### src/rtl/ctrd_pkg.sv
package ctrd_pkg;
    localparam int LEN_W       = 16;
    localparam int CNT_W       = 4;
    localparam int PKT_BYTES   = 8;
    localparam int SETUP_BYTES = 8;
    localparam int LEN_LO_IDX  = 6;
    localparam int LEN_HI_IDX  = 7;

    typedef enum logic [2:0] {
        ST_IDLE,
        ST_GRAB,
        ST_FILL,
        ST_CHECK,
        ST_ARM,
        ST_HOLD,
        ST_STATUS
    } seq_state_e;

    typedef enum logic [1:0] {
        STG_SETUP  = 2'd0,
        STG_DATA   = 2'd1,
        STG_STATUS = 2'd2
    } stage_e;

    typedef struct packed {
        logic set_ipr;
        logic set_de;
        logic clr_opr;
        logic clr_ipr;
        logic flush;
    } reg_ctl_t;

    function automatic logic [LEN_W-1:0] len_min(input logic [LEN_W-1:0] a,
                                                 input logic [LEN_W-1:0] b);
        return (a < b) ? a : b;
    endfunction

    function automatic stage_e stage_of(input seq_state_e s);
        case (s)
            ST_IDLE, ST_GRAB:              return STG_SETUP;
            ST_STATUS:                     return STG_STATUS;
            default:                       return STG_DATA;
        endcase
    endfunction
endpackage

### src/rtl/ctrd_setup_rx.sv
module ctrd_setup_rx
    import ctrd_pkg::*;
(
    input  logic             clk,
    input  logic             rst,
    input  logic             start,
    input  logic             en,
    input  logic [CNT_W-1:0] rx_count,
    input  logic [7:0]       rx_data,
    output logic             rx_pop,
    output logic             done,
    output logic [LEN_W-1:0] req_len
);
    localparam logic [CNT_W-1:0] LAST_IDX = CNT_W'(SETUP_BYTES);

    logic [CNT_W-1:0] idx;
    logic [7:0]       len_lo;
    logic [7:0]       len_hi;

    assign rx_pop  = en && (idx < LAST_IDX) && (rx_count != '0);
    assign done    = en && (idx == LAST_IDX) && (rx_count == '0);
    assign req_len = LEN_W'({len_hi, len_lo});

    always_ff @(posedge clk) begin
        if (rst) begin
            idx    <= '0;
            len_lo <= '0;
            len_hi <= '0;
        end else if (start) begin
            idx <= '0;
        end else if (rx_pop) begin
            idx <= idx + 1'b1;
            if (idx == CNT_W'(LEN_LO_IDX)) len_lo <= rx_data;
            if (idx == CNT_W'(LEN_HI_IDX)) len_hi <= rx_data;
        end
    end

    AST_POP_HAS_DATA: assert property (@(posedge clk) disable iff (rst)
        rx_pop |-> (rx_count != '0));
endmodule

### src/rtl/ctrd_pkt_plan.sv
module ctrd_pkt_plan
    import ctrd_pkg::*;
(
    input  logic             clk,
    input  logic             rst,
    input  logic             init,
    input  logic [LEN_W-1:0] total,
    input  logic             fill_en,
    input  logic             advance,
    output logic [LEN_W-1:0] mem_addr,
    output logic             tx_wr,
    output logic             fill_done,
    output logic [CNT_W-1:0] pkt_len,
    output logic             last
);
    localparam logic [LEN_W-1:0] FULL_L = LEN_W'(PKT_BYTES);
    localparam logic [CNT_W-1:0] FULL_C = CNT_W'(PKT_BYTES);

    logic [LEN_W-1:0] remain;
    logic [LEN_W-1:0] addr;
    logic [CNT_W-1:0] cnt;

    assign pkt_len   = (remain >= FULL_L) ? FULL_C : CNT_W'(remain);
    assign last      = (pkt_len != FULL_C) || (remain == FULL_L);
    assign tx_wr     = fill_en && (cnt < pkt_len);
    assign fill_done = (cnt == pkt_len);
    assign mem_addr  = addr;

    always_ff @(posedge clk) begin
        if (rst) begin
            remain <= '0;
            addr   <= '0;
            cnt    <= '0;
        end else if (init) begin
            remain <= total;
            addr   <= '0;
            cnt    <= '0;
        end else if (advance) begin
            remain <= remain - LEN_W'(pkt_len);
            cnt    <= '0;
        end else if (tx_wr) begin
            addr <= addr + 1'b1;
            cnt  <= cnt + 1'b1;
        end
    end
endmodule

### src/rtl/ctrd_seq.sv
module ctrd_seq
    import ctrd_pkg::*;
(
    input  logic             clk,
    input  logic             rst,
    input  logic             ep_out_evt,
    input  logic             ep_in_evt,
    input  logic [LEN_W-1:0] desc_len,
    input  logic [CNT_W-1:0] rx_count,
    input  logic [7:0]       rx_data,
    output logic             rx_pop,
    input  logic [CNT_W-1:0] tx_count,
    output logic             tx_wr,
    output logic [7:0]       tx_data,
    output logic [LEN_W-1:0] mem_addr,
    input  logic [7:0]       mem_data,
    output logic             set_ipr,
    output logic             set_de,
    output logic             clr_opr,
    output logic             clr_ipr,
    output logic             tx_flush,
    output logic [1:0]       stage
);
    seq_state_e       state, nxt;
    logic             first;
    logic             out_pend, in_pend;
    logic             take_out, drop_in;
    logic             cap_start, cap_done;
    logic             plan_init, plan_adv;
    logic             fill_done, last;
    logic [CNT_W-1:0] pkt_len;
    logic [LEN_W-1:0] req_len;
    reg_ctl_t         ctl;

    ctrd_setup_rx u_setup (
        .clk      (clk),
        .rst      (rst),
        .start    (cap_start),
        .en       (state == ST_GRAB),
        .rx_count (rx_count),
        .rx_data  (rx_data),
        .rx_pop   (rx_pop),
        .done     (cap_done),
        .req_len  (req_len)
    );

    ctrd_pkt_plan u_plan (
        .clk       (clk),
        .rst       (rst),
        .init      (plan_init),
        .total     (len_min(req_len, desc_len)),
        .fill_en   (state == ST_FILL),
        .advance   (plan_adv),
        .mem_addr  (mem_addr),
        .tx_wr     (tx_wr),
        .fill_done (fill_done),
        .pkt_len   (pkt_len),
        .last      (last)
    );

    assign tx_data  = mem_data;
    assign set_ipr  = ctl.set_ipr;
    assign set_de   = ctl.set_de;
    assign clr_opr  = ctl.clr_opr;
    assign clr_ipr  = ctl.clr_ipr;
    assign tx_flush = ctl.flush;
    assign stage    = stage_of(state);

    always_comb begin
        nxt       = state;
        ctl       = '0;
        take_out  = 1'b0;
        drop_in   = 1'b0;
        cap_start = 1'b0;
        plan_init = 1'b0;
        plan_adv  = 1'b0;
        case (state)
            ST_IDLE: begin
                drop_in = 1'b1;
                if (out_pend) begin
                    take_out  = 1'b1;
                    cap_start = 1'b1;
                    nxt       = ST_GRAB;
                end
            end
            ST_GRAB: begin
                if (cap_done) begin
                    plan_init = 1'b1;
                    nxt       = ST_FILL;
                end
            end
            ST_FILL:  if (fill_done) nxt = ST_CHECK;
            ST_CHECK: if (tx_count == pkt_len) nxt = ST_ARM;
            ST_ARM: begin
                ctl.set_ipr = 1'b1;
                ctl.clr_opr = first;
                ctl.set_de  = last;
                plan_adv    = 1'b1;
                nxt         = last ? ST_STATUS : ST_HOLD;
            end
            ST_HOLD: begin
                if (out_pend) begin
                    take_out    = 1'b1;
                    drop_in     = 1'b1;
                    ctl.flush   = 1'b1;
                    ctl.clr_ipr = 1'b1;
                    ctl.clr_opr = 1'b1;
                    nxt         = ST_IDLE;
                end else if (in_pend) begin
                    drop_in = 1'b1;
                    nxt     = ST_FILL;
                end
            end
            ST_STATUS: begin
                drop_in = 1'b1;
                if (out_pend) begin
                    take_out    = 1'b1;
                    ctl.clr_opr = 1'b1;
                    nxt         = ST_IDLE;
                end
            end
            default: nxt = ST_IDLE;
        endcase
    end

    always_ff @(posedge clk) begin
        if (rst) begin
            state    <= ST_IDLE;
            first    <= 1'b0;
            out_pend <= 1'b0;
            in_pend  <= 1'b0;
        end else begin
            state    <= nxt;
            out_pend <= ep_out_evt | (out_pend & ~take_out);
            in_pend  <= ep_in_evt  | (in_pend  & ~drop_in);
            if (plan_init)     first <= 1'b1;
            else if (plan_adv) first <= 1'b0;
        end
    end

    AST_ARM_SIZE_MATCH: assert property (@(posedge clk) disable iff (rst)
        set_ipr |-> (tx_count == pkt_len));
    AST_DE_WITH_ARM: assert property (@(posedge clk) disable iff (rst)
        set_de |-> set_ipr);
    AST_ABORT_TRIO: assert property (@(posedge clk) disable iff (rst)
        tx_flush |-> (clr_ipr && clr_opr && !set_ipr));
    AST_WRITE_IN_DATA: assert property (@(posedge clk) disable iff (rst)
        tx_wr |-> (stage == STG_DATA));
    AST_STATUS_HOME: assert property (@(posedge clk) disable iff (rst)
        (state == ST_STATUS && out_pend) |=> (stage == STG_SETUP));
    AST_ONE_ACTION: assert property (@(posedge clk) disable iff (rst)
        $onehot0({set_ipr, tx_flush, rx_pop}));
endmodule

### config.mk
export PLATFORM = sky130hd
export DESIGN_NAME = ctrd_seq
export DESIGN_NICKNAME = d
export VERILOG_FILES = /design/src/rtl/ctrd_pkg.sv /design/src/rtl/ctrd_setup_rx.sv /design/src/rtl/ctrd_pkt_plan.sv /design/src/rtl/ctrd_seq.sv
export SDC_FILE = /design/constraint.sdc
export NUM_CORES = 1
export LEC_CHECK = 0
export BUFFER_PORTS_ARGS = -buffer_cell sky130_fd_sc_hd__buf_4
export CORE_MARGIN = 2
export CORE_UTILIZATION = 40
export CTS_CLUSTER_DIAMETER = 80
export CTS_CLUSTER_SIZE = 10
export DETAILED_ROUTE_END_ITERATION = 7
export SKIP_CTS_REPAIR_TIMING = 1
export SKIP_LAST_GASP = 1
export SYNTH_ARGS = -nofsm -noshare
export SYNTH_HDL_FRONTEND = slang
export SYNTH_SLANG_ARGS = --single-unit
### constraint.sdc
create_clock -name clk -period 6.5 [get_ports clk]
set_input_delay 0.975 -clock clk [delete_from_list [all_inputs] [get_ports clk]]
set_output_delay 0.975 -clock clk [all_outputs]
set_load 0.01 [all_outputs]
==> results of run 1 <==
## through the flow
step | instance area (sq um) | utilization
5_1_grt | 4500 | 0.483
2_1_floorplan | 3870 | -
6_report | 4500 | 0.483
4_1_cts | 4500 | 0.483
3_3_place_gp | 4330 | 0.465
3_5_place_dp | 4330 | 0.465
## area by class of cell
cell class	instances	area [sq um]
multi-input cells	342	2380
clock inverters	4	22.5
repair buffers	60	450
well taps	129	161
flip-flops and latches	62	1240
clock buffers	12	145
inverters	27	101
fillers	927	4830
## synth_stat cells (all sizes together), types with 3 or more instances
cell,n
a21oi,27
o211ai,4
xor2,11
o31ai,6
o21ai,22
nand2b,4
nor2,54
nand4,6
clkbuf,19
a21o,5
nand3,17
buf,12
and2,3
nand2,24
nor4,6
or4,3
and3,10
ha,24
dfxtp,62
nor3,12
or3,10
xnor2,6
inv,27
nor2b,3
a211oi,17
mux2i,32
## where the power goes
part / leakage [nW] / switching [mW] / internal (mW)
Combinational: 1.40 / 0.0912 / 0.0684
Sequential: 0.500 / 0.0194 / 0.389
Clock: 0.0861 / 0.153 / 0.147
Total: 1.98 / 0.263 / 0.604
## worst max path at each step
stage / endpoint / depth (start not counted) / from / slack, ps
floorplan: tx_wr / 10 / u_plan.remain[4] / 2900
global placement: tx_wr / 10 / u_plan.remain[4] / 2500
detailed placement: tx_wr / 10 / u_plan.remain[4] / 2400
CTS: tx_wr / 10 / u_plan.remain[4] / 2010
global route: tx_wr / 10 / u_plan.remain[4] / 1750
finish: tx_wr / 10 / u_plan.remain[4] / 2040
## critical path, stage by stage (launching register included)
cell and delay, ps:
dfxtp_1 350, nor4_4 430, nor2b_1 390, and3_1 230
inv_1 50, ha_1 280, a21o_1 200, a211oi_2 580
nand2_1 380, inv_1 120, buf_4 120
## sequential cells by signal, summed over array words and instances, names as in the netlist
signal	cells
u_plan.mem_addr	16
in_pend	1
u_setup.len_lo	8
first	1
out_pend	1
u_setup.len_hi	8
u_plan.remain	16
state	3
u_plan.cnt	4
u_setup.idx	4
## routing by layer
layer / global-route usage / wire length, um
met1: 0.254 / 4470
met2: 0.301 / 4330
met3: 0.0451 / 442
met4: 0.0492 / 121
met5: 0 / 0
## cell families (layout without fill, tap and decap cells)
| logic type | after synthesis | after routing |
|---|---|---|
| compound gates | 101 | 101 |
| xor+xnor | 17 | 17 |
| fa+ha+maj | 24 | 24 |
| buf+inv | 58 | 103 |
| flops | 62 | 62 |
| mux | 33 | 33 |
| other cells | 1 | 1 |
| simple gates | 166 | 166 |
==> impl_metrics.csv, run 1 <==
group,metric,value,unit
run_status,status,"finished clean",
synthesis,synth_simple_gate_area_frac,0.233,
layout,layout_common_cells,"dfxtp_1, buf_4, nor2_1",
clock_network,cts_tree,"yes",
worst_setup_path,critPathLaunchType,"flop",
worst_setup_path,path_class,"flop to primary output",
clock_network,clock-root-buffer,"clkbuf_8",
worst_setup_path,end_kind,"primary output",
floorplan,coreArea,9330,sq um
sta,fmax,0.224,GHz
sta,fin_hold_ws,466,ps
power,total_power,868,uW
routing,dr.pass1.iters,4,
sta,skew,7.26,ps
placed_design,port-buffer-count,60,
synthesis,synth_compound_area_frac,0.177,
synthesis,synth_top_flop_cell,"dfxtp_1",
worst_hold_path,worst_hold_path_type,"flop to flop",
routing,ant_nets,0,
sta,period_minus_slack,4460,ps
floorplan,die_w,102,um
synthesis,ys_seq_area_frac,0.321,
sta,relSlewSlack,0.324,
sta,hold_viol,0,
synthesis,synthArstFlopShare,0,
synthesis,synth_fa_ha_area_frac,0.0776,
worst_hold_path,min_from,"first",
placed_design,gp_congestion,0.927,
worst_setup_path,r2r_cells,10,
global_route,grt_max_degree,44,
synthesis,yosysWarnings,0,
layout,layout_commonest_cell,"dfxtp_1",
global_route,antenna_found_initial,0,
worst_hold_path,hold_end,"first",
synthesis,synth_mux_area_frac,0.0857,
synthesis,syn_nets,530,
floorplan,start_util,0.415,
layout,area_growth,16.3,%
sta,worst_slew_pin_slew,1010,ps
worst_setup_path,worstPathMaxFanout,11,
routing,drt_iter0_drc,198,
synthesis,yosysTopAreaCell,"dfxtp_1",
routing,drt-vias-per-instance,5.37,
clock_network,cts.sinks,62,
synthesis,avgSynthCellArea,8.38,sq um
floorplan,fp.dieH,102,um
global_route,grt-ovfl-total,0,
synthesis,synth_top_cell_area_share,0.321,
placed_design,dp_hpwl,6980,um
synthesis,synth_top_family_by_area,"simple AND/OR/NAND/NOR gates",
power,leakage,1.98,nW
worst_setup_path,rrSetupSlack,2890,ps
routing,wl,9360,um
worst_setup_path,r2r_end,"u_plan.mem_addr[6]",
power,ir_drop,0.0960,mV
clock_network,cts_inserted_buffers,9,
clock_network,htree_num_levels,3,
synthesis,ys_ff_latch,62,
sta,drv_slew,0,
power,power_density,193,nW/um^2
worst_setup_path,worstPathArrival,3480,ps
clock_network,clkTransAtPathRegs,70,ps
global_route,grt_pass1_wl,15600,um
layout,antenna_cells,0,
floorplan,placementRows,35,
sta,setup_violations,0,
synthesis,syn_area,3870,sq um
layout,fin_nets,570,
worst_setup_path,r2r-start,"u_plan.remain[4]",
clock_network,clock_latency,350,ps
routing,drc,0,
global_route,grt_util_all_layers,0.187,
floorplan,fp.dieArea,10500,sq um
sta,setup_ws,2040,ps
synthesis,synth-xor-area-share,0.0385,
synthesis,synth.top_cells.by_area,"dfxtp_1, mux2i_1, ha_1",
worst_setup_path,critPathRequiredTime,5520,ps
floorplan,ios,77,
synthesis,synthCells,462,
sta,rsz0062_at_grt,"false",
clock_network,cts_buffer_depth,2,
layout,layout-drive-gt1-share,0.179,
placed_design,pre_cts_ws,2400,ps
routing,wl_per_cell,14.7,um
sta,period_share,0.686,
worst_hold_path,hold_depth,2,
flow_run,drv_cap,0,
synthesis,synth_cell_types,61,
layout,instances_no_fill,636,
synthesis,synth_edf_count,0,
sta,tns,0,ps
global_route,grt_pass1_vias,3152,
routing,dr_total_vias,3414,
placed_design,dp_cells,620,
No activity file was read; power rests on OpenSTA's default activity.
==> inputs of run 2 (changes only) <==
Settings changed: ABC_AREA set to 1.
Clock period 6.5 ns to 3.6 ns, I/O delays scaled along.
==> impl_metrics.csv, run 2 <==
group,metric,value,unit
run_status,status,"finished clean",
layout,area_growth,16.5,%
routing,drc,0,
synthesis,syn_area,4270,sq um
synthesis,post-synth-top-count-cell,"nand2_1",
global_route,grt_pass1_vias,3981,
synthesis,ys_seq_area_frac,0.291,
worst_setup_path,path_delay_family,"simple AND/OR/NAND/NOR gates",
power,ir_drop,0.240,mV
floorplan,fp.dieH,107,um
layout,multi_input_area,2500,sq um
global_route,grt_max_degree,31,
sta,relSlewSlack,0.465,
sta,setup_ws,403,ps
worst_setup_path,path_buf_inv,3,
layout,layout_common_cells,"nand2_1, inv_1, nor2_1",
routing,wl_per_cell,12.9,um
flow_run,drv_cap,0,
layout,regArea,1240,sq um
layout,fillers,1041,
synthesis,synth_edf_count,0,
power,power_density,635,nW/um^2
worst_setup_path,end_kind,"primary output",
sta,rsz0062_at_grt,"false",
worst_setup_path,path_cells,"nor2_1, nand2_2, nor2_8, nand2_2, inv_1, ha_1, a211oi_1, nand2_4, inv_6, buf_4",
placed_design,pre_cts_ws,796,ps
synthesis,synth_top_flop_cell,"dfxtp_1",
clock_network,clkTransAtPathRegs,70,ps
clock_network,clock_latency,350,ps
synthesis,synth.top_cells.by_area,"dfxtp_1, nand2_1, inv_1",
placed_design,port-buffer-count,60,
routing,dr_total_vias,4216,
routing,drt_iter0_drc,184,
power,total_power,3.16,mW
placed_design,gp_congestion,0.882,
worst_setup_path,critPathRequiredTime,3060,ps
synthesis,netlist_top_cells_count,"nand2_1, inv_1, nor2_1, dfxtp_1, a21oi_1",
floorplan,start_util,0.413,
clock_network,clock-root-buffer,"clkbuf_8",
worst_hold_path,worst_hold_path_type,"input pin to flop",
worst_setup_path,critPathLaunchType,"flop",
worst_setup_path,crit_top_cell,"nand2_2",
sta,setup_violations,0,
placed_design,dp_hpwl,8620,um
worst_setup_path,worstPathArrival,2660,ps
routing,drt-vias-per-instance,5.00,
clock_network,cts_tree,"yes",
worst_setup_path,path_class,"flop to primary output",
routing,dr.pass1.iters,5,
sta,hold_viol,0,
synthesis,synthArstFlopShare,0,
global_route,grt_util_all_layers,0.197,
clock_network,htree_num_levels,3,
synthesis,synthCells,652,
synthesis,yosysWarnings,0,
clock_network,cts.sinks,62,
sta,skew,13.1,ps
routing,wl,10900,um
routing,ant_nets,0,
layout,layout-drive-gt1-share,0.144,
sta,fin_hold_ws,411,ps
floorplan,coreArea,10300,sq um
worst_setup_path,critPathMaxStageDelay,400,ps
sta,period_minus_slack,3200,ps
worst_setup_path,critPathSlowestCell,"a211oi_1",
sta,worst_slew_pin_slew,802,ps
clock_network,cts_buffer_depth,2,
floorplan,placementRows,37,
layout,antenna_cells,0,
floorplan,ios,77,
synthesis,synth_cell_types,38,
synthesis,ys_ff_latch,62,
worst_setup_path,worstPathMaxFanout,23,
floorplan,fp.dieArea,11500,sq um
global_route,grt_pass1_wl,18200,um
layout,layout_commonest_cell,"nand2_1",
synthesis,yosysTopAreaCell,"dfxtp_1",
synthesis,avgSynthCellArea,6.55,sq um
sta,fmax,0.313,GHz
layout,fin_nets,770,
floorplan,die_w,107,um
sta,period_share,0.888,
synthesis,syn_nets,720,
sta,tns,0,ps
power,leakage,2.35,nW
layout,final_core_util,0.482,
clock_network,cts_inserted_buffers,9,
global_route,antenna_found_initial,0,
synthesis,synth_top_cell_area_share,0.291,
sta,drv_slew,0,
global_route,grt-ovfl-total,0,
[run 2: cell families (layout without fill, tap and decap cells)]
| family | count (synthesis) | count (layout) | share of synthesized area |
|---|---|---|---|
| adder cells (fa/ha/maj) | 24 | 24 | 0.0704 |
| buffers and inverters | 124 | 179 | 0.124 |
| other | 1 | 1 | 0.000879 |
| AO/OA/AOI/OAI | 114 | 114 | 0.144 |
| flip-flops | 62 | 62 | 0.291 |
| XOR/XNOR | 17 | 17 | 0.0349 |
| AND/OR/NAND/NOR | 310 | 310 | 0.335 |
[run 2: routing by layer]
metal  global-route usage  wire [um]  vias to the layer above
met2                0.319       4960                       88
met3               0.0278        468                       17
met1                0.267       5260                     1916
li1                     -          -                     2195
met5                    0          0                        -
met4               0.0733        186                        0
[run 2: final cells by class]
cell class / instances / share of cell area
inverter: 101 / 0.0773
multi-input combinational: 466 / 0.502
tap: 136 / 0.0342
sequential: 62 / 0.250
clock inverter: 4 / 0.0141
timing repair buffer: 62 / 0.0936
clock buffer: 12 / 0.0292
[run 2: worst register-to-register path: stages, from the launching register on]
cell and delay [ps]:
dfxtp_1 350, nor2_1 180, nand2_2 120, nor2_8 190
nand2_2 150, inv_1 80, ha_1 230, a211oi_1 400
nand2_4 250, inv_6 220, nand3_1 90, nand2_1 70
nor2_1 40
[run 2: final timing paths]
check                                       from            endpoint  slack [ps]  cells after the start
worst min-delay path                  ep_out_evt            out_pend         410                      3
worst min register to register    u_setup.idx[0]      u_setup.idx[0]         480                      1
worst max-delay path            u_plan.remain[8]               tx_wr         400                     10
worst max register to register  u_plan.remain[8]  u_plan.mem_addr[2]        1140                     12
[run 2: report_power, final]
part	leakage (nW)	internal, mW	total [mW]	switching (mW)
Sequential	0.502	0.775	0.888	0.113
Combinational	1.74	0.567	1.59	1.02
Clock	0.110	0.407	0.679	0.272
Total	2.35	1.75	3.16	1.41
[run 2: metrics by stage]
step | std cells | cell area (sq um)
detailed placement | 827 | 4760
finish | 843 | 4970
CTS | 843 | 4970
floorplan | 652 | 4270
global placement | 827 | 4760
global route | 843 | 4970
==> inputs of run 3 (changes only) <==
Settings changed: CORE_UTILIZATION 40 to 35.
==> impl_metrics.csv, run 3 (synthesized netlist as in run 2, its figures left out) <==
group,metric,value,unit
run_status,status,"finished clean",
floorplan,start_util,0.357,
layout,fin_nets,770,
worst_setup_path,worstPathArrival,2580,ps
clock_network,clkTransAtPathRegs,60,ps
routing,drt_iter0_drc,321,
power,leakage,2.41,nW
layout,final_area,5130,sq um
layout,area_growth,20.2,%
worst_setup_path,crit_top_cell,"nand2_2",
worst_setup_path,critPathLaunchType,"flop",
worst_setup_path,critPathMaxStageDelay,370,ps
power,power_density,686,nW/um^2
sta,drv_slew,0,
worst_setup_path,worstPathMaxFanout,23,
worst_hold_path,worst_hold_path_type,"input pin to flop",
power,ir_drop,0.317,mV
floorplan,placementRows,40,
layout,layout-drive-gt1-share,0.147,
floorplan,coreArea,12000,sq um
sta,skew,7.38,ps
sta,fmax,0.321,GHz
worst_setup_path,path_delay_family,"simple AND/OR/NAND/NOR gates",
routing,dr.pass1.iters,5,
placed_design,gp_congestion,0.860,
worst_setup_path,end_kind,"primary output",
sta,period_minus_slack,3120,ps
worst_setup_path,path_class,"flop to primary output",
clock_network,cts_inserted_buffers,9,
sta,fin_hold_ws,417,ps
global_route,antenna_found_initial,0,
global_route,grt_pass1_wl,18400,um
sta,hold_viol,0,
global_route,grt_max_degree,31,
routing,wl_per_cell,12.8,um
clock_network,cts.sinks,62,
sta,setup_ws,485,ps
floorplan,ios,77,
sta,tns,0,ps
sta,rsz0062_at_grt,"false",
clock_network,clock-root-buffer,"clkbuf_16",
routing,drc,0,
sta,setup_violations,0,
global_route,grt_pass1_vias,3959,
layout,layout_common_cells,"nand2_1, inv_1, nor2_1",
worst_setup_path,critPathSlowestCell,"a211oi_1",
placed_design,dp_hpwl,8430,um
clock_network,clock_latency,330,ps
sta,period_share,0.865,
floorplan,die_w,114,um
clock_network,cts_tree,"yes",
placed_design,dpl_cell_area,4770,sq um
layout,antenna_cells,0,
floorplan,fp.dieH,114,um
layout,final_core_util,0.429,
routing,dr_total_vias,4227,
clock_network,htree_num_levels,3,
layout,layout_commonest_cell,"nand2_1",
worst_setup_path,path_buf_inv,3,
sta,relSlewSlack,0.461,
routing,wl,11000,um
worst_setup_path,path_cells,"nor2_1, nand2_2, nor2_8, nand2_2, inv_1, ha_1, a211oi_1, nand2_4, inv_6, buf_4",
placed_design,port-buffer-count,60,
routing,ant_nets,0,
global_route,grt-ovfl-total,0,
flow_run,drv_cap,0,
floorplan,fp.dieArea,13100,sq um
global_route,grt_util_all_layers,0.176,
sta,worst_slew_pin_slew,808,ps
clock_network,cts_buffer_depth,2,
routing,drt-vias-per-instance,4.95,
placed_design,pre_cts_ws,817,ps
worst_setup_path,critPathRequiredTime,3060,ps
run 3: cell count changes in the layout (fill, tap and decap cells not counted), sizes merged:
cell      change
bufinv        +1
clkbuf        -1
clkinvlp      +2
clkinv        -2
run 3: where the power goes:
part | total (mW) | switching (mW) | internal [mW]
logic | 1.59 | 1.02 | 0.568
clock network | 1.04 | 0.323 | 0.714
registers | 0.892 | 0.115 | 0.776
total | 3.52 | 1.46 | 2.06
run 3: path summary, 6_finish.rpt:
kind / start / to / slack [ps] / depth (start not counted)
min reg2reg: u_setup.len_lo[0] / u_setup.len_lo[0] / 470 / 2
min: ep_out_evt / out_pend / 420 / 3
max: u_plan.remain[9] / tx_wr / 480 / 10
max reg2reg: u_plan.remain[9] / u_plan.mem_addr[2] / 1210 / 12
run 3: worst min-delay path: cells and delay by family:
family	cells	cell delay, ps
and+or+nand+nor	1	70
AOI/OAI and AO/OA	1	30
buffers and inverters	1	80
run 3: per-layer routing:
metal	up-vias	track usage	part of all wire
li1	2193	-	-
met1	1893	0.226	0.46
met2	122	0.289	0.46
met3	19	0.0413	0.058
met4	0	0.0618	0.020
met5	-	0	0
run 3: cell type report:
class	count	area (sq um)
Timing Repair Buffer	62	465
Inverter	101	384
Multi-Input combinational cell	466	2500
Sequential cell	62	1240
Clock inverter	5	105
Fill cell	1212	6830
Tap cell	147	184
Clock buffer	11	253
run 3: stage by stage:
stage	power, mW	instances
after floorplan	2.16	652
after global placement	2.45	838
after detailed placement	2.48	838
after CTS	3.54	854
after global routing	3.78	854
final	3.52	854
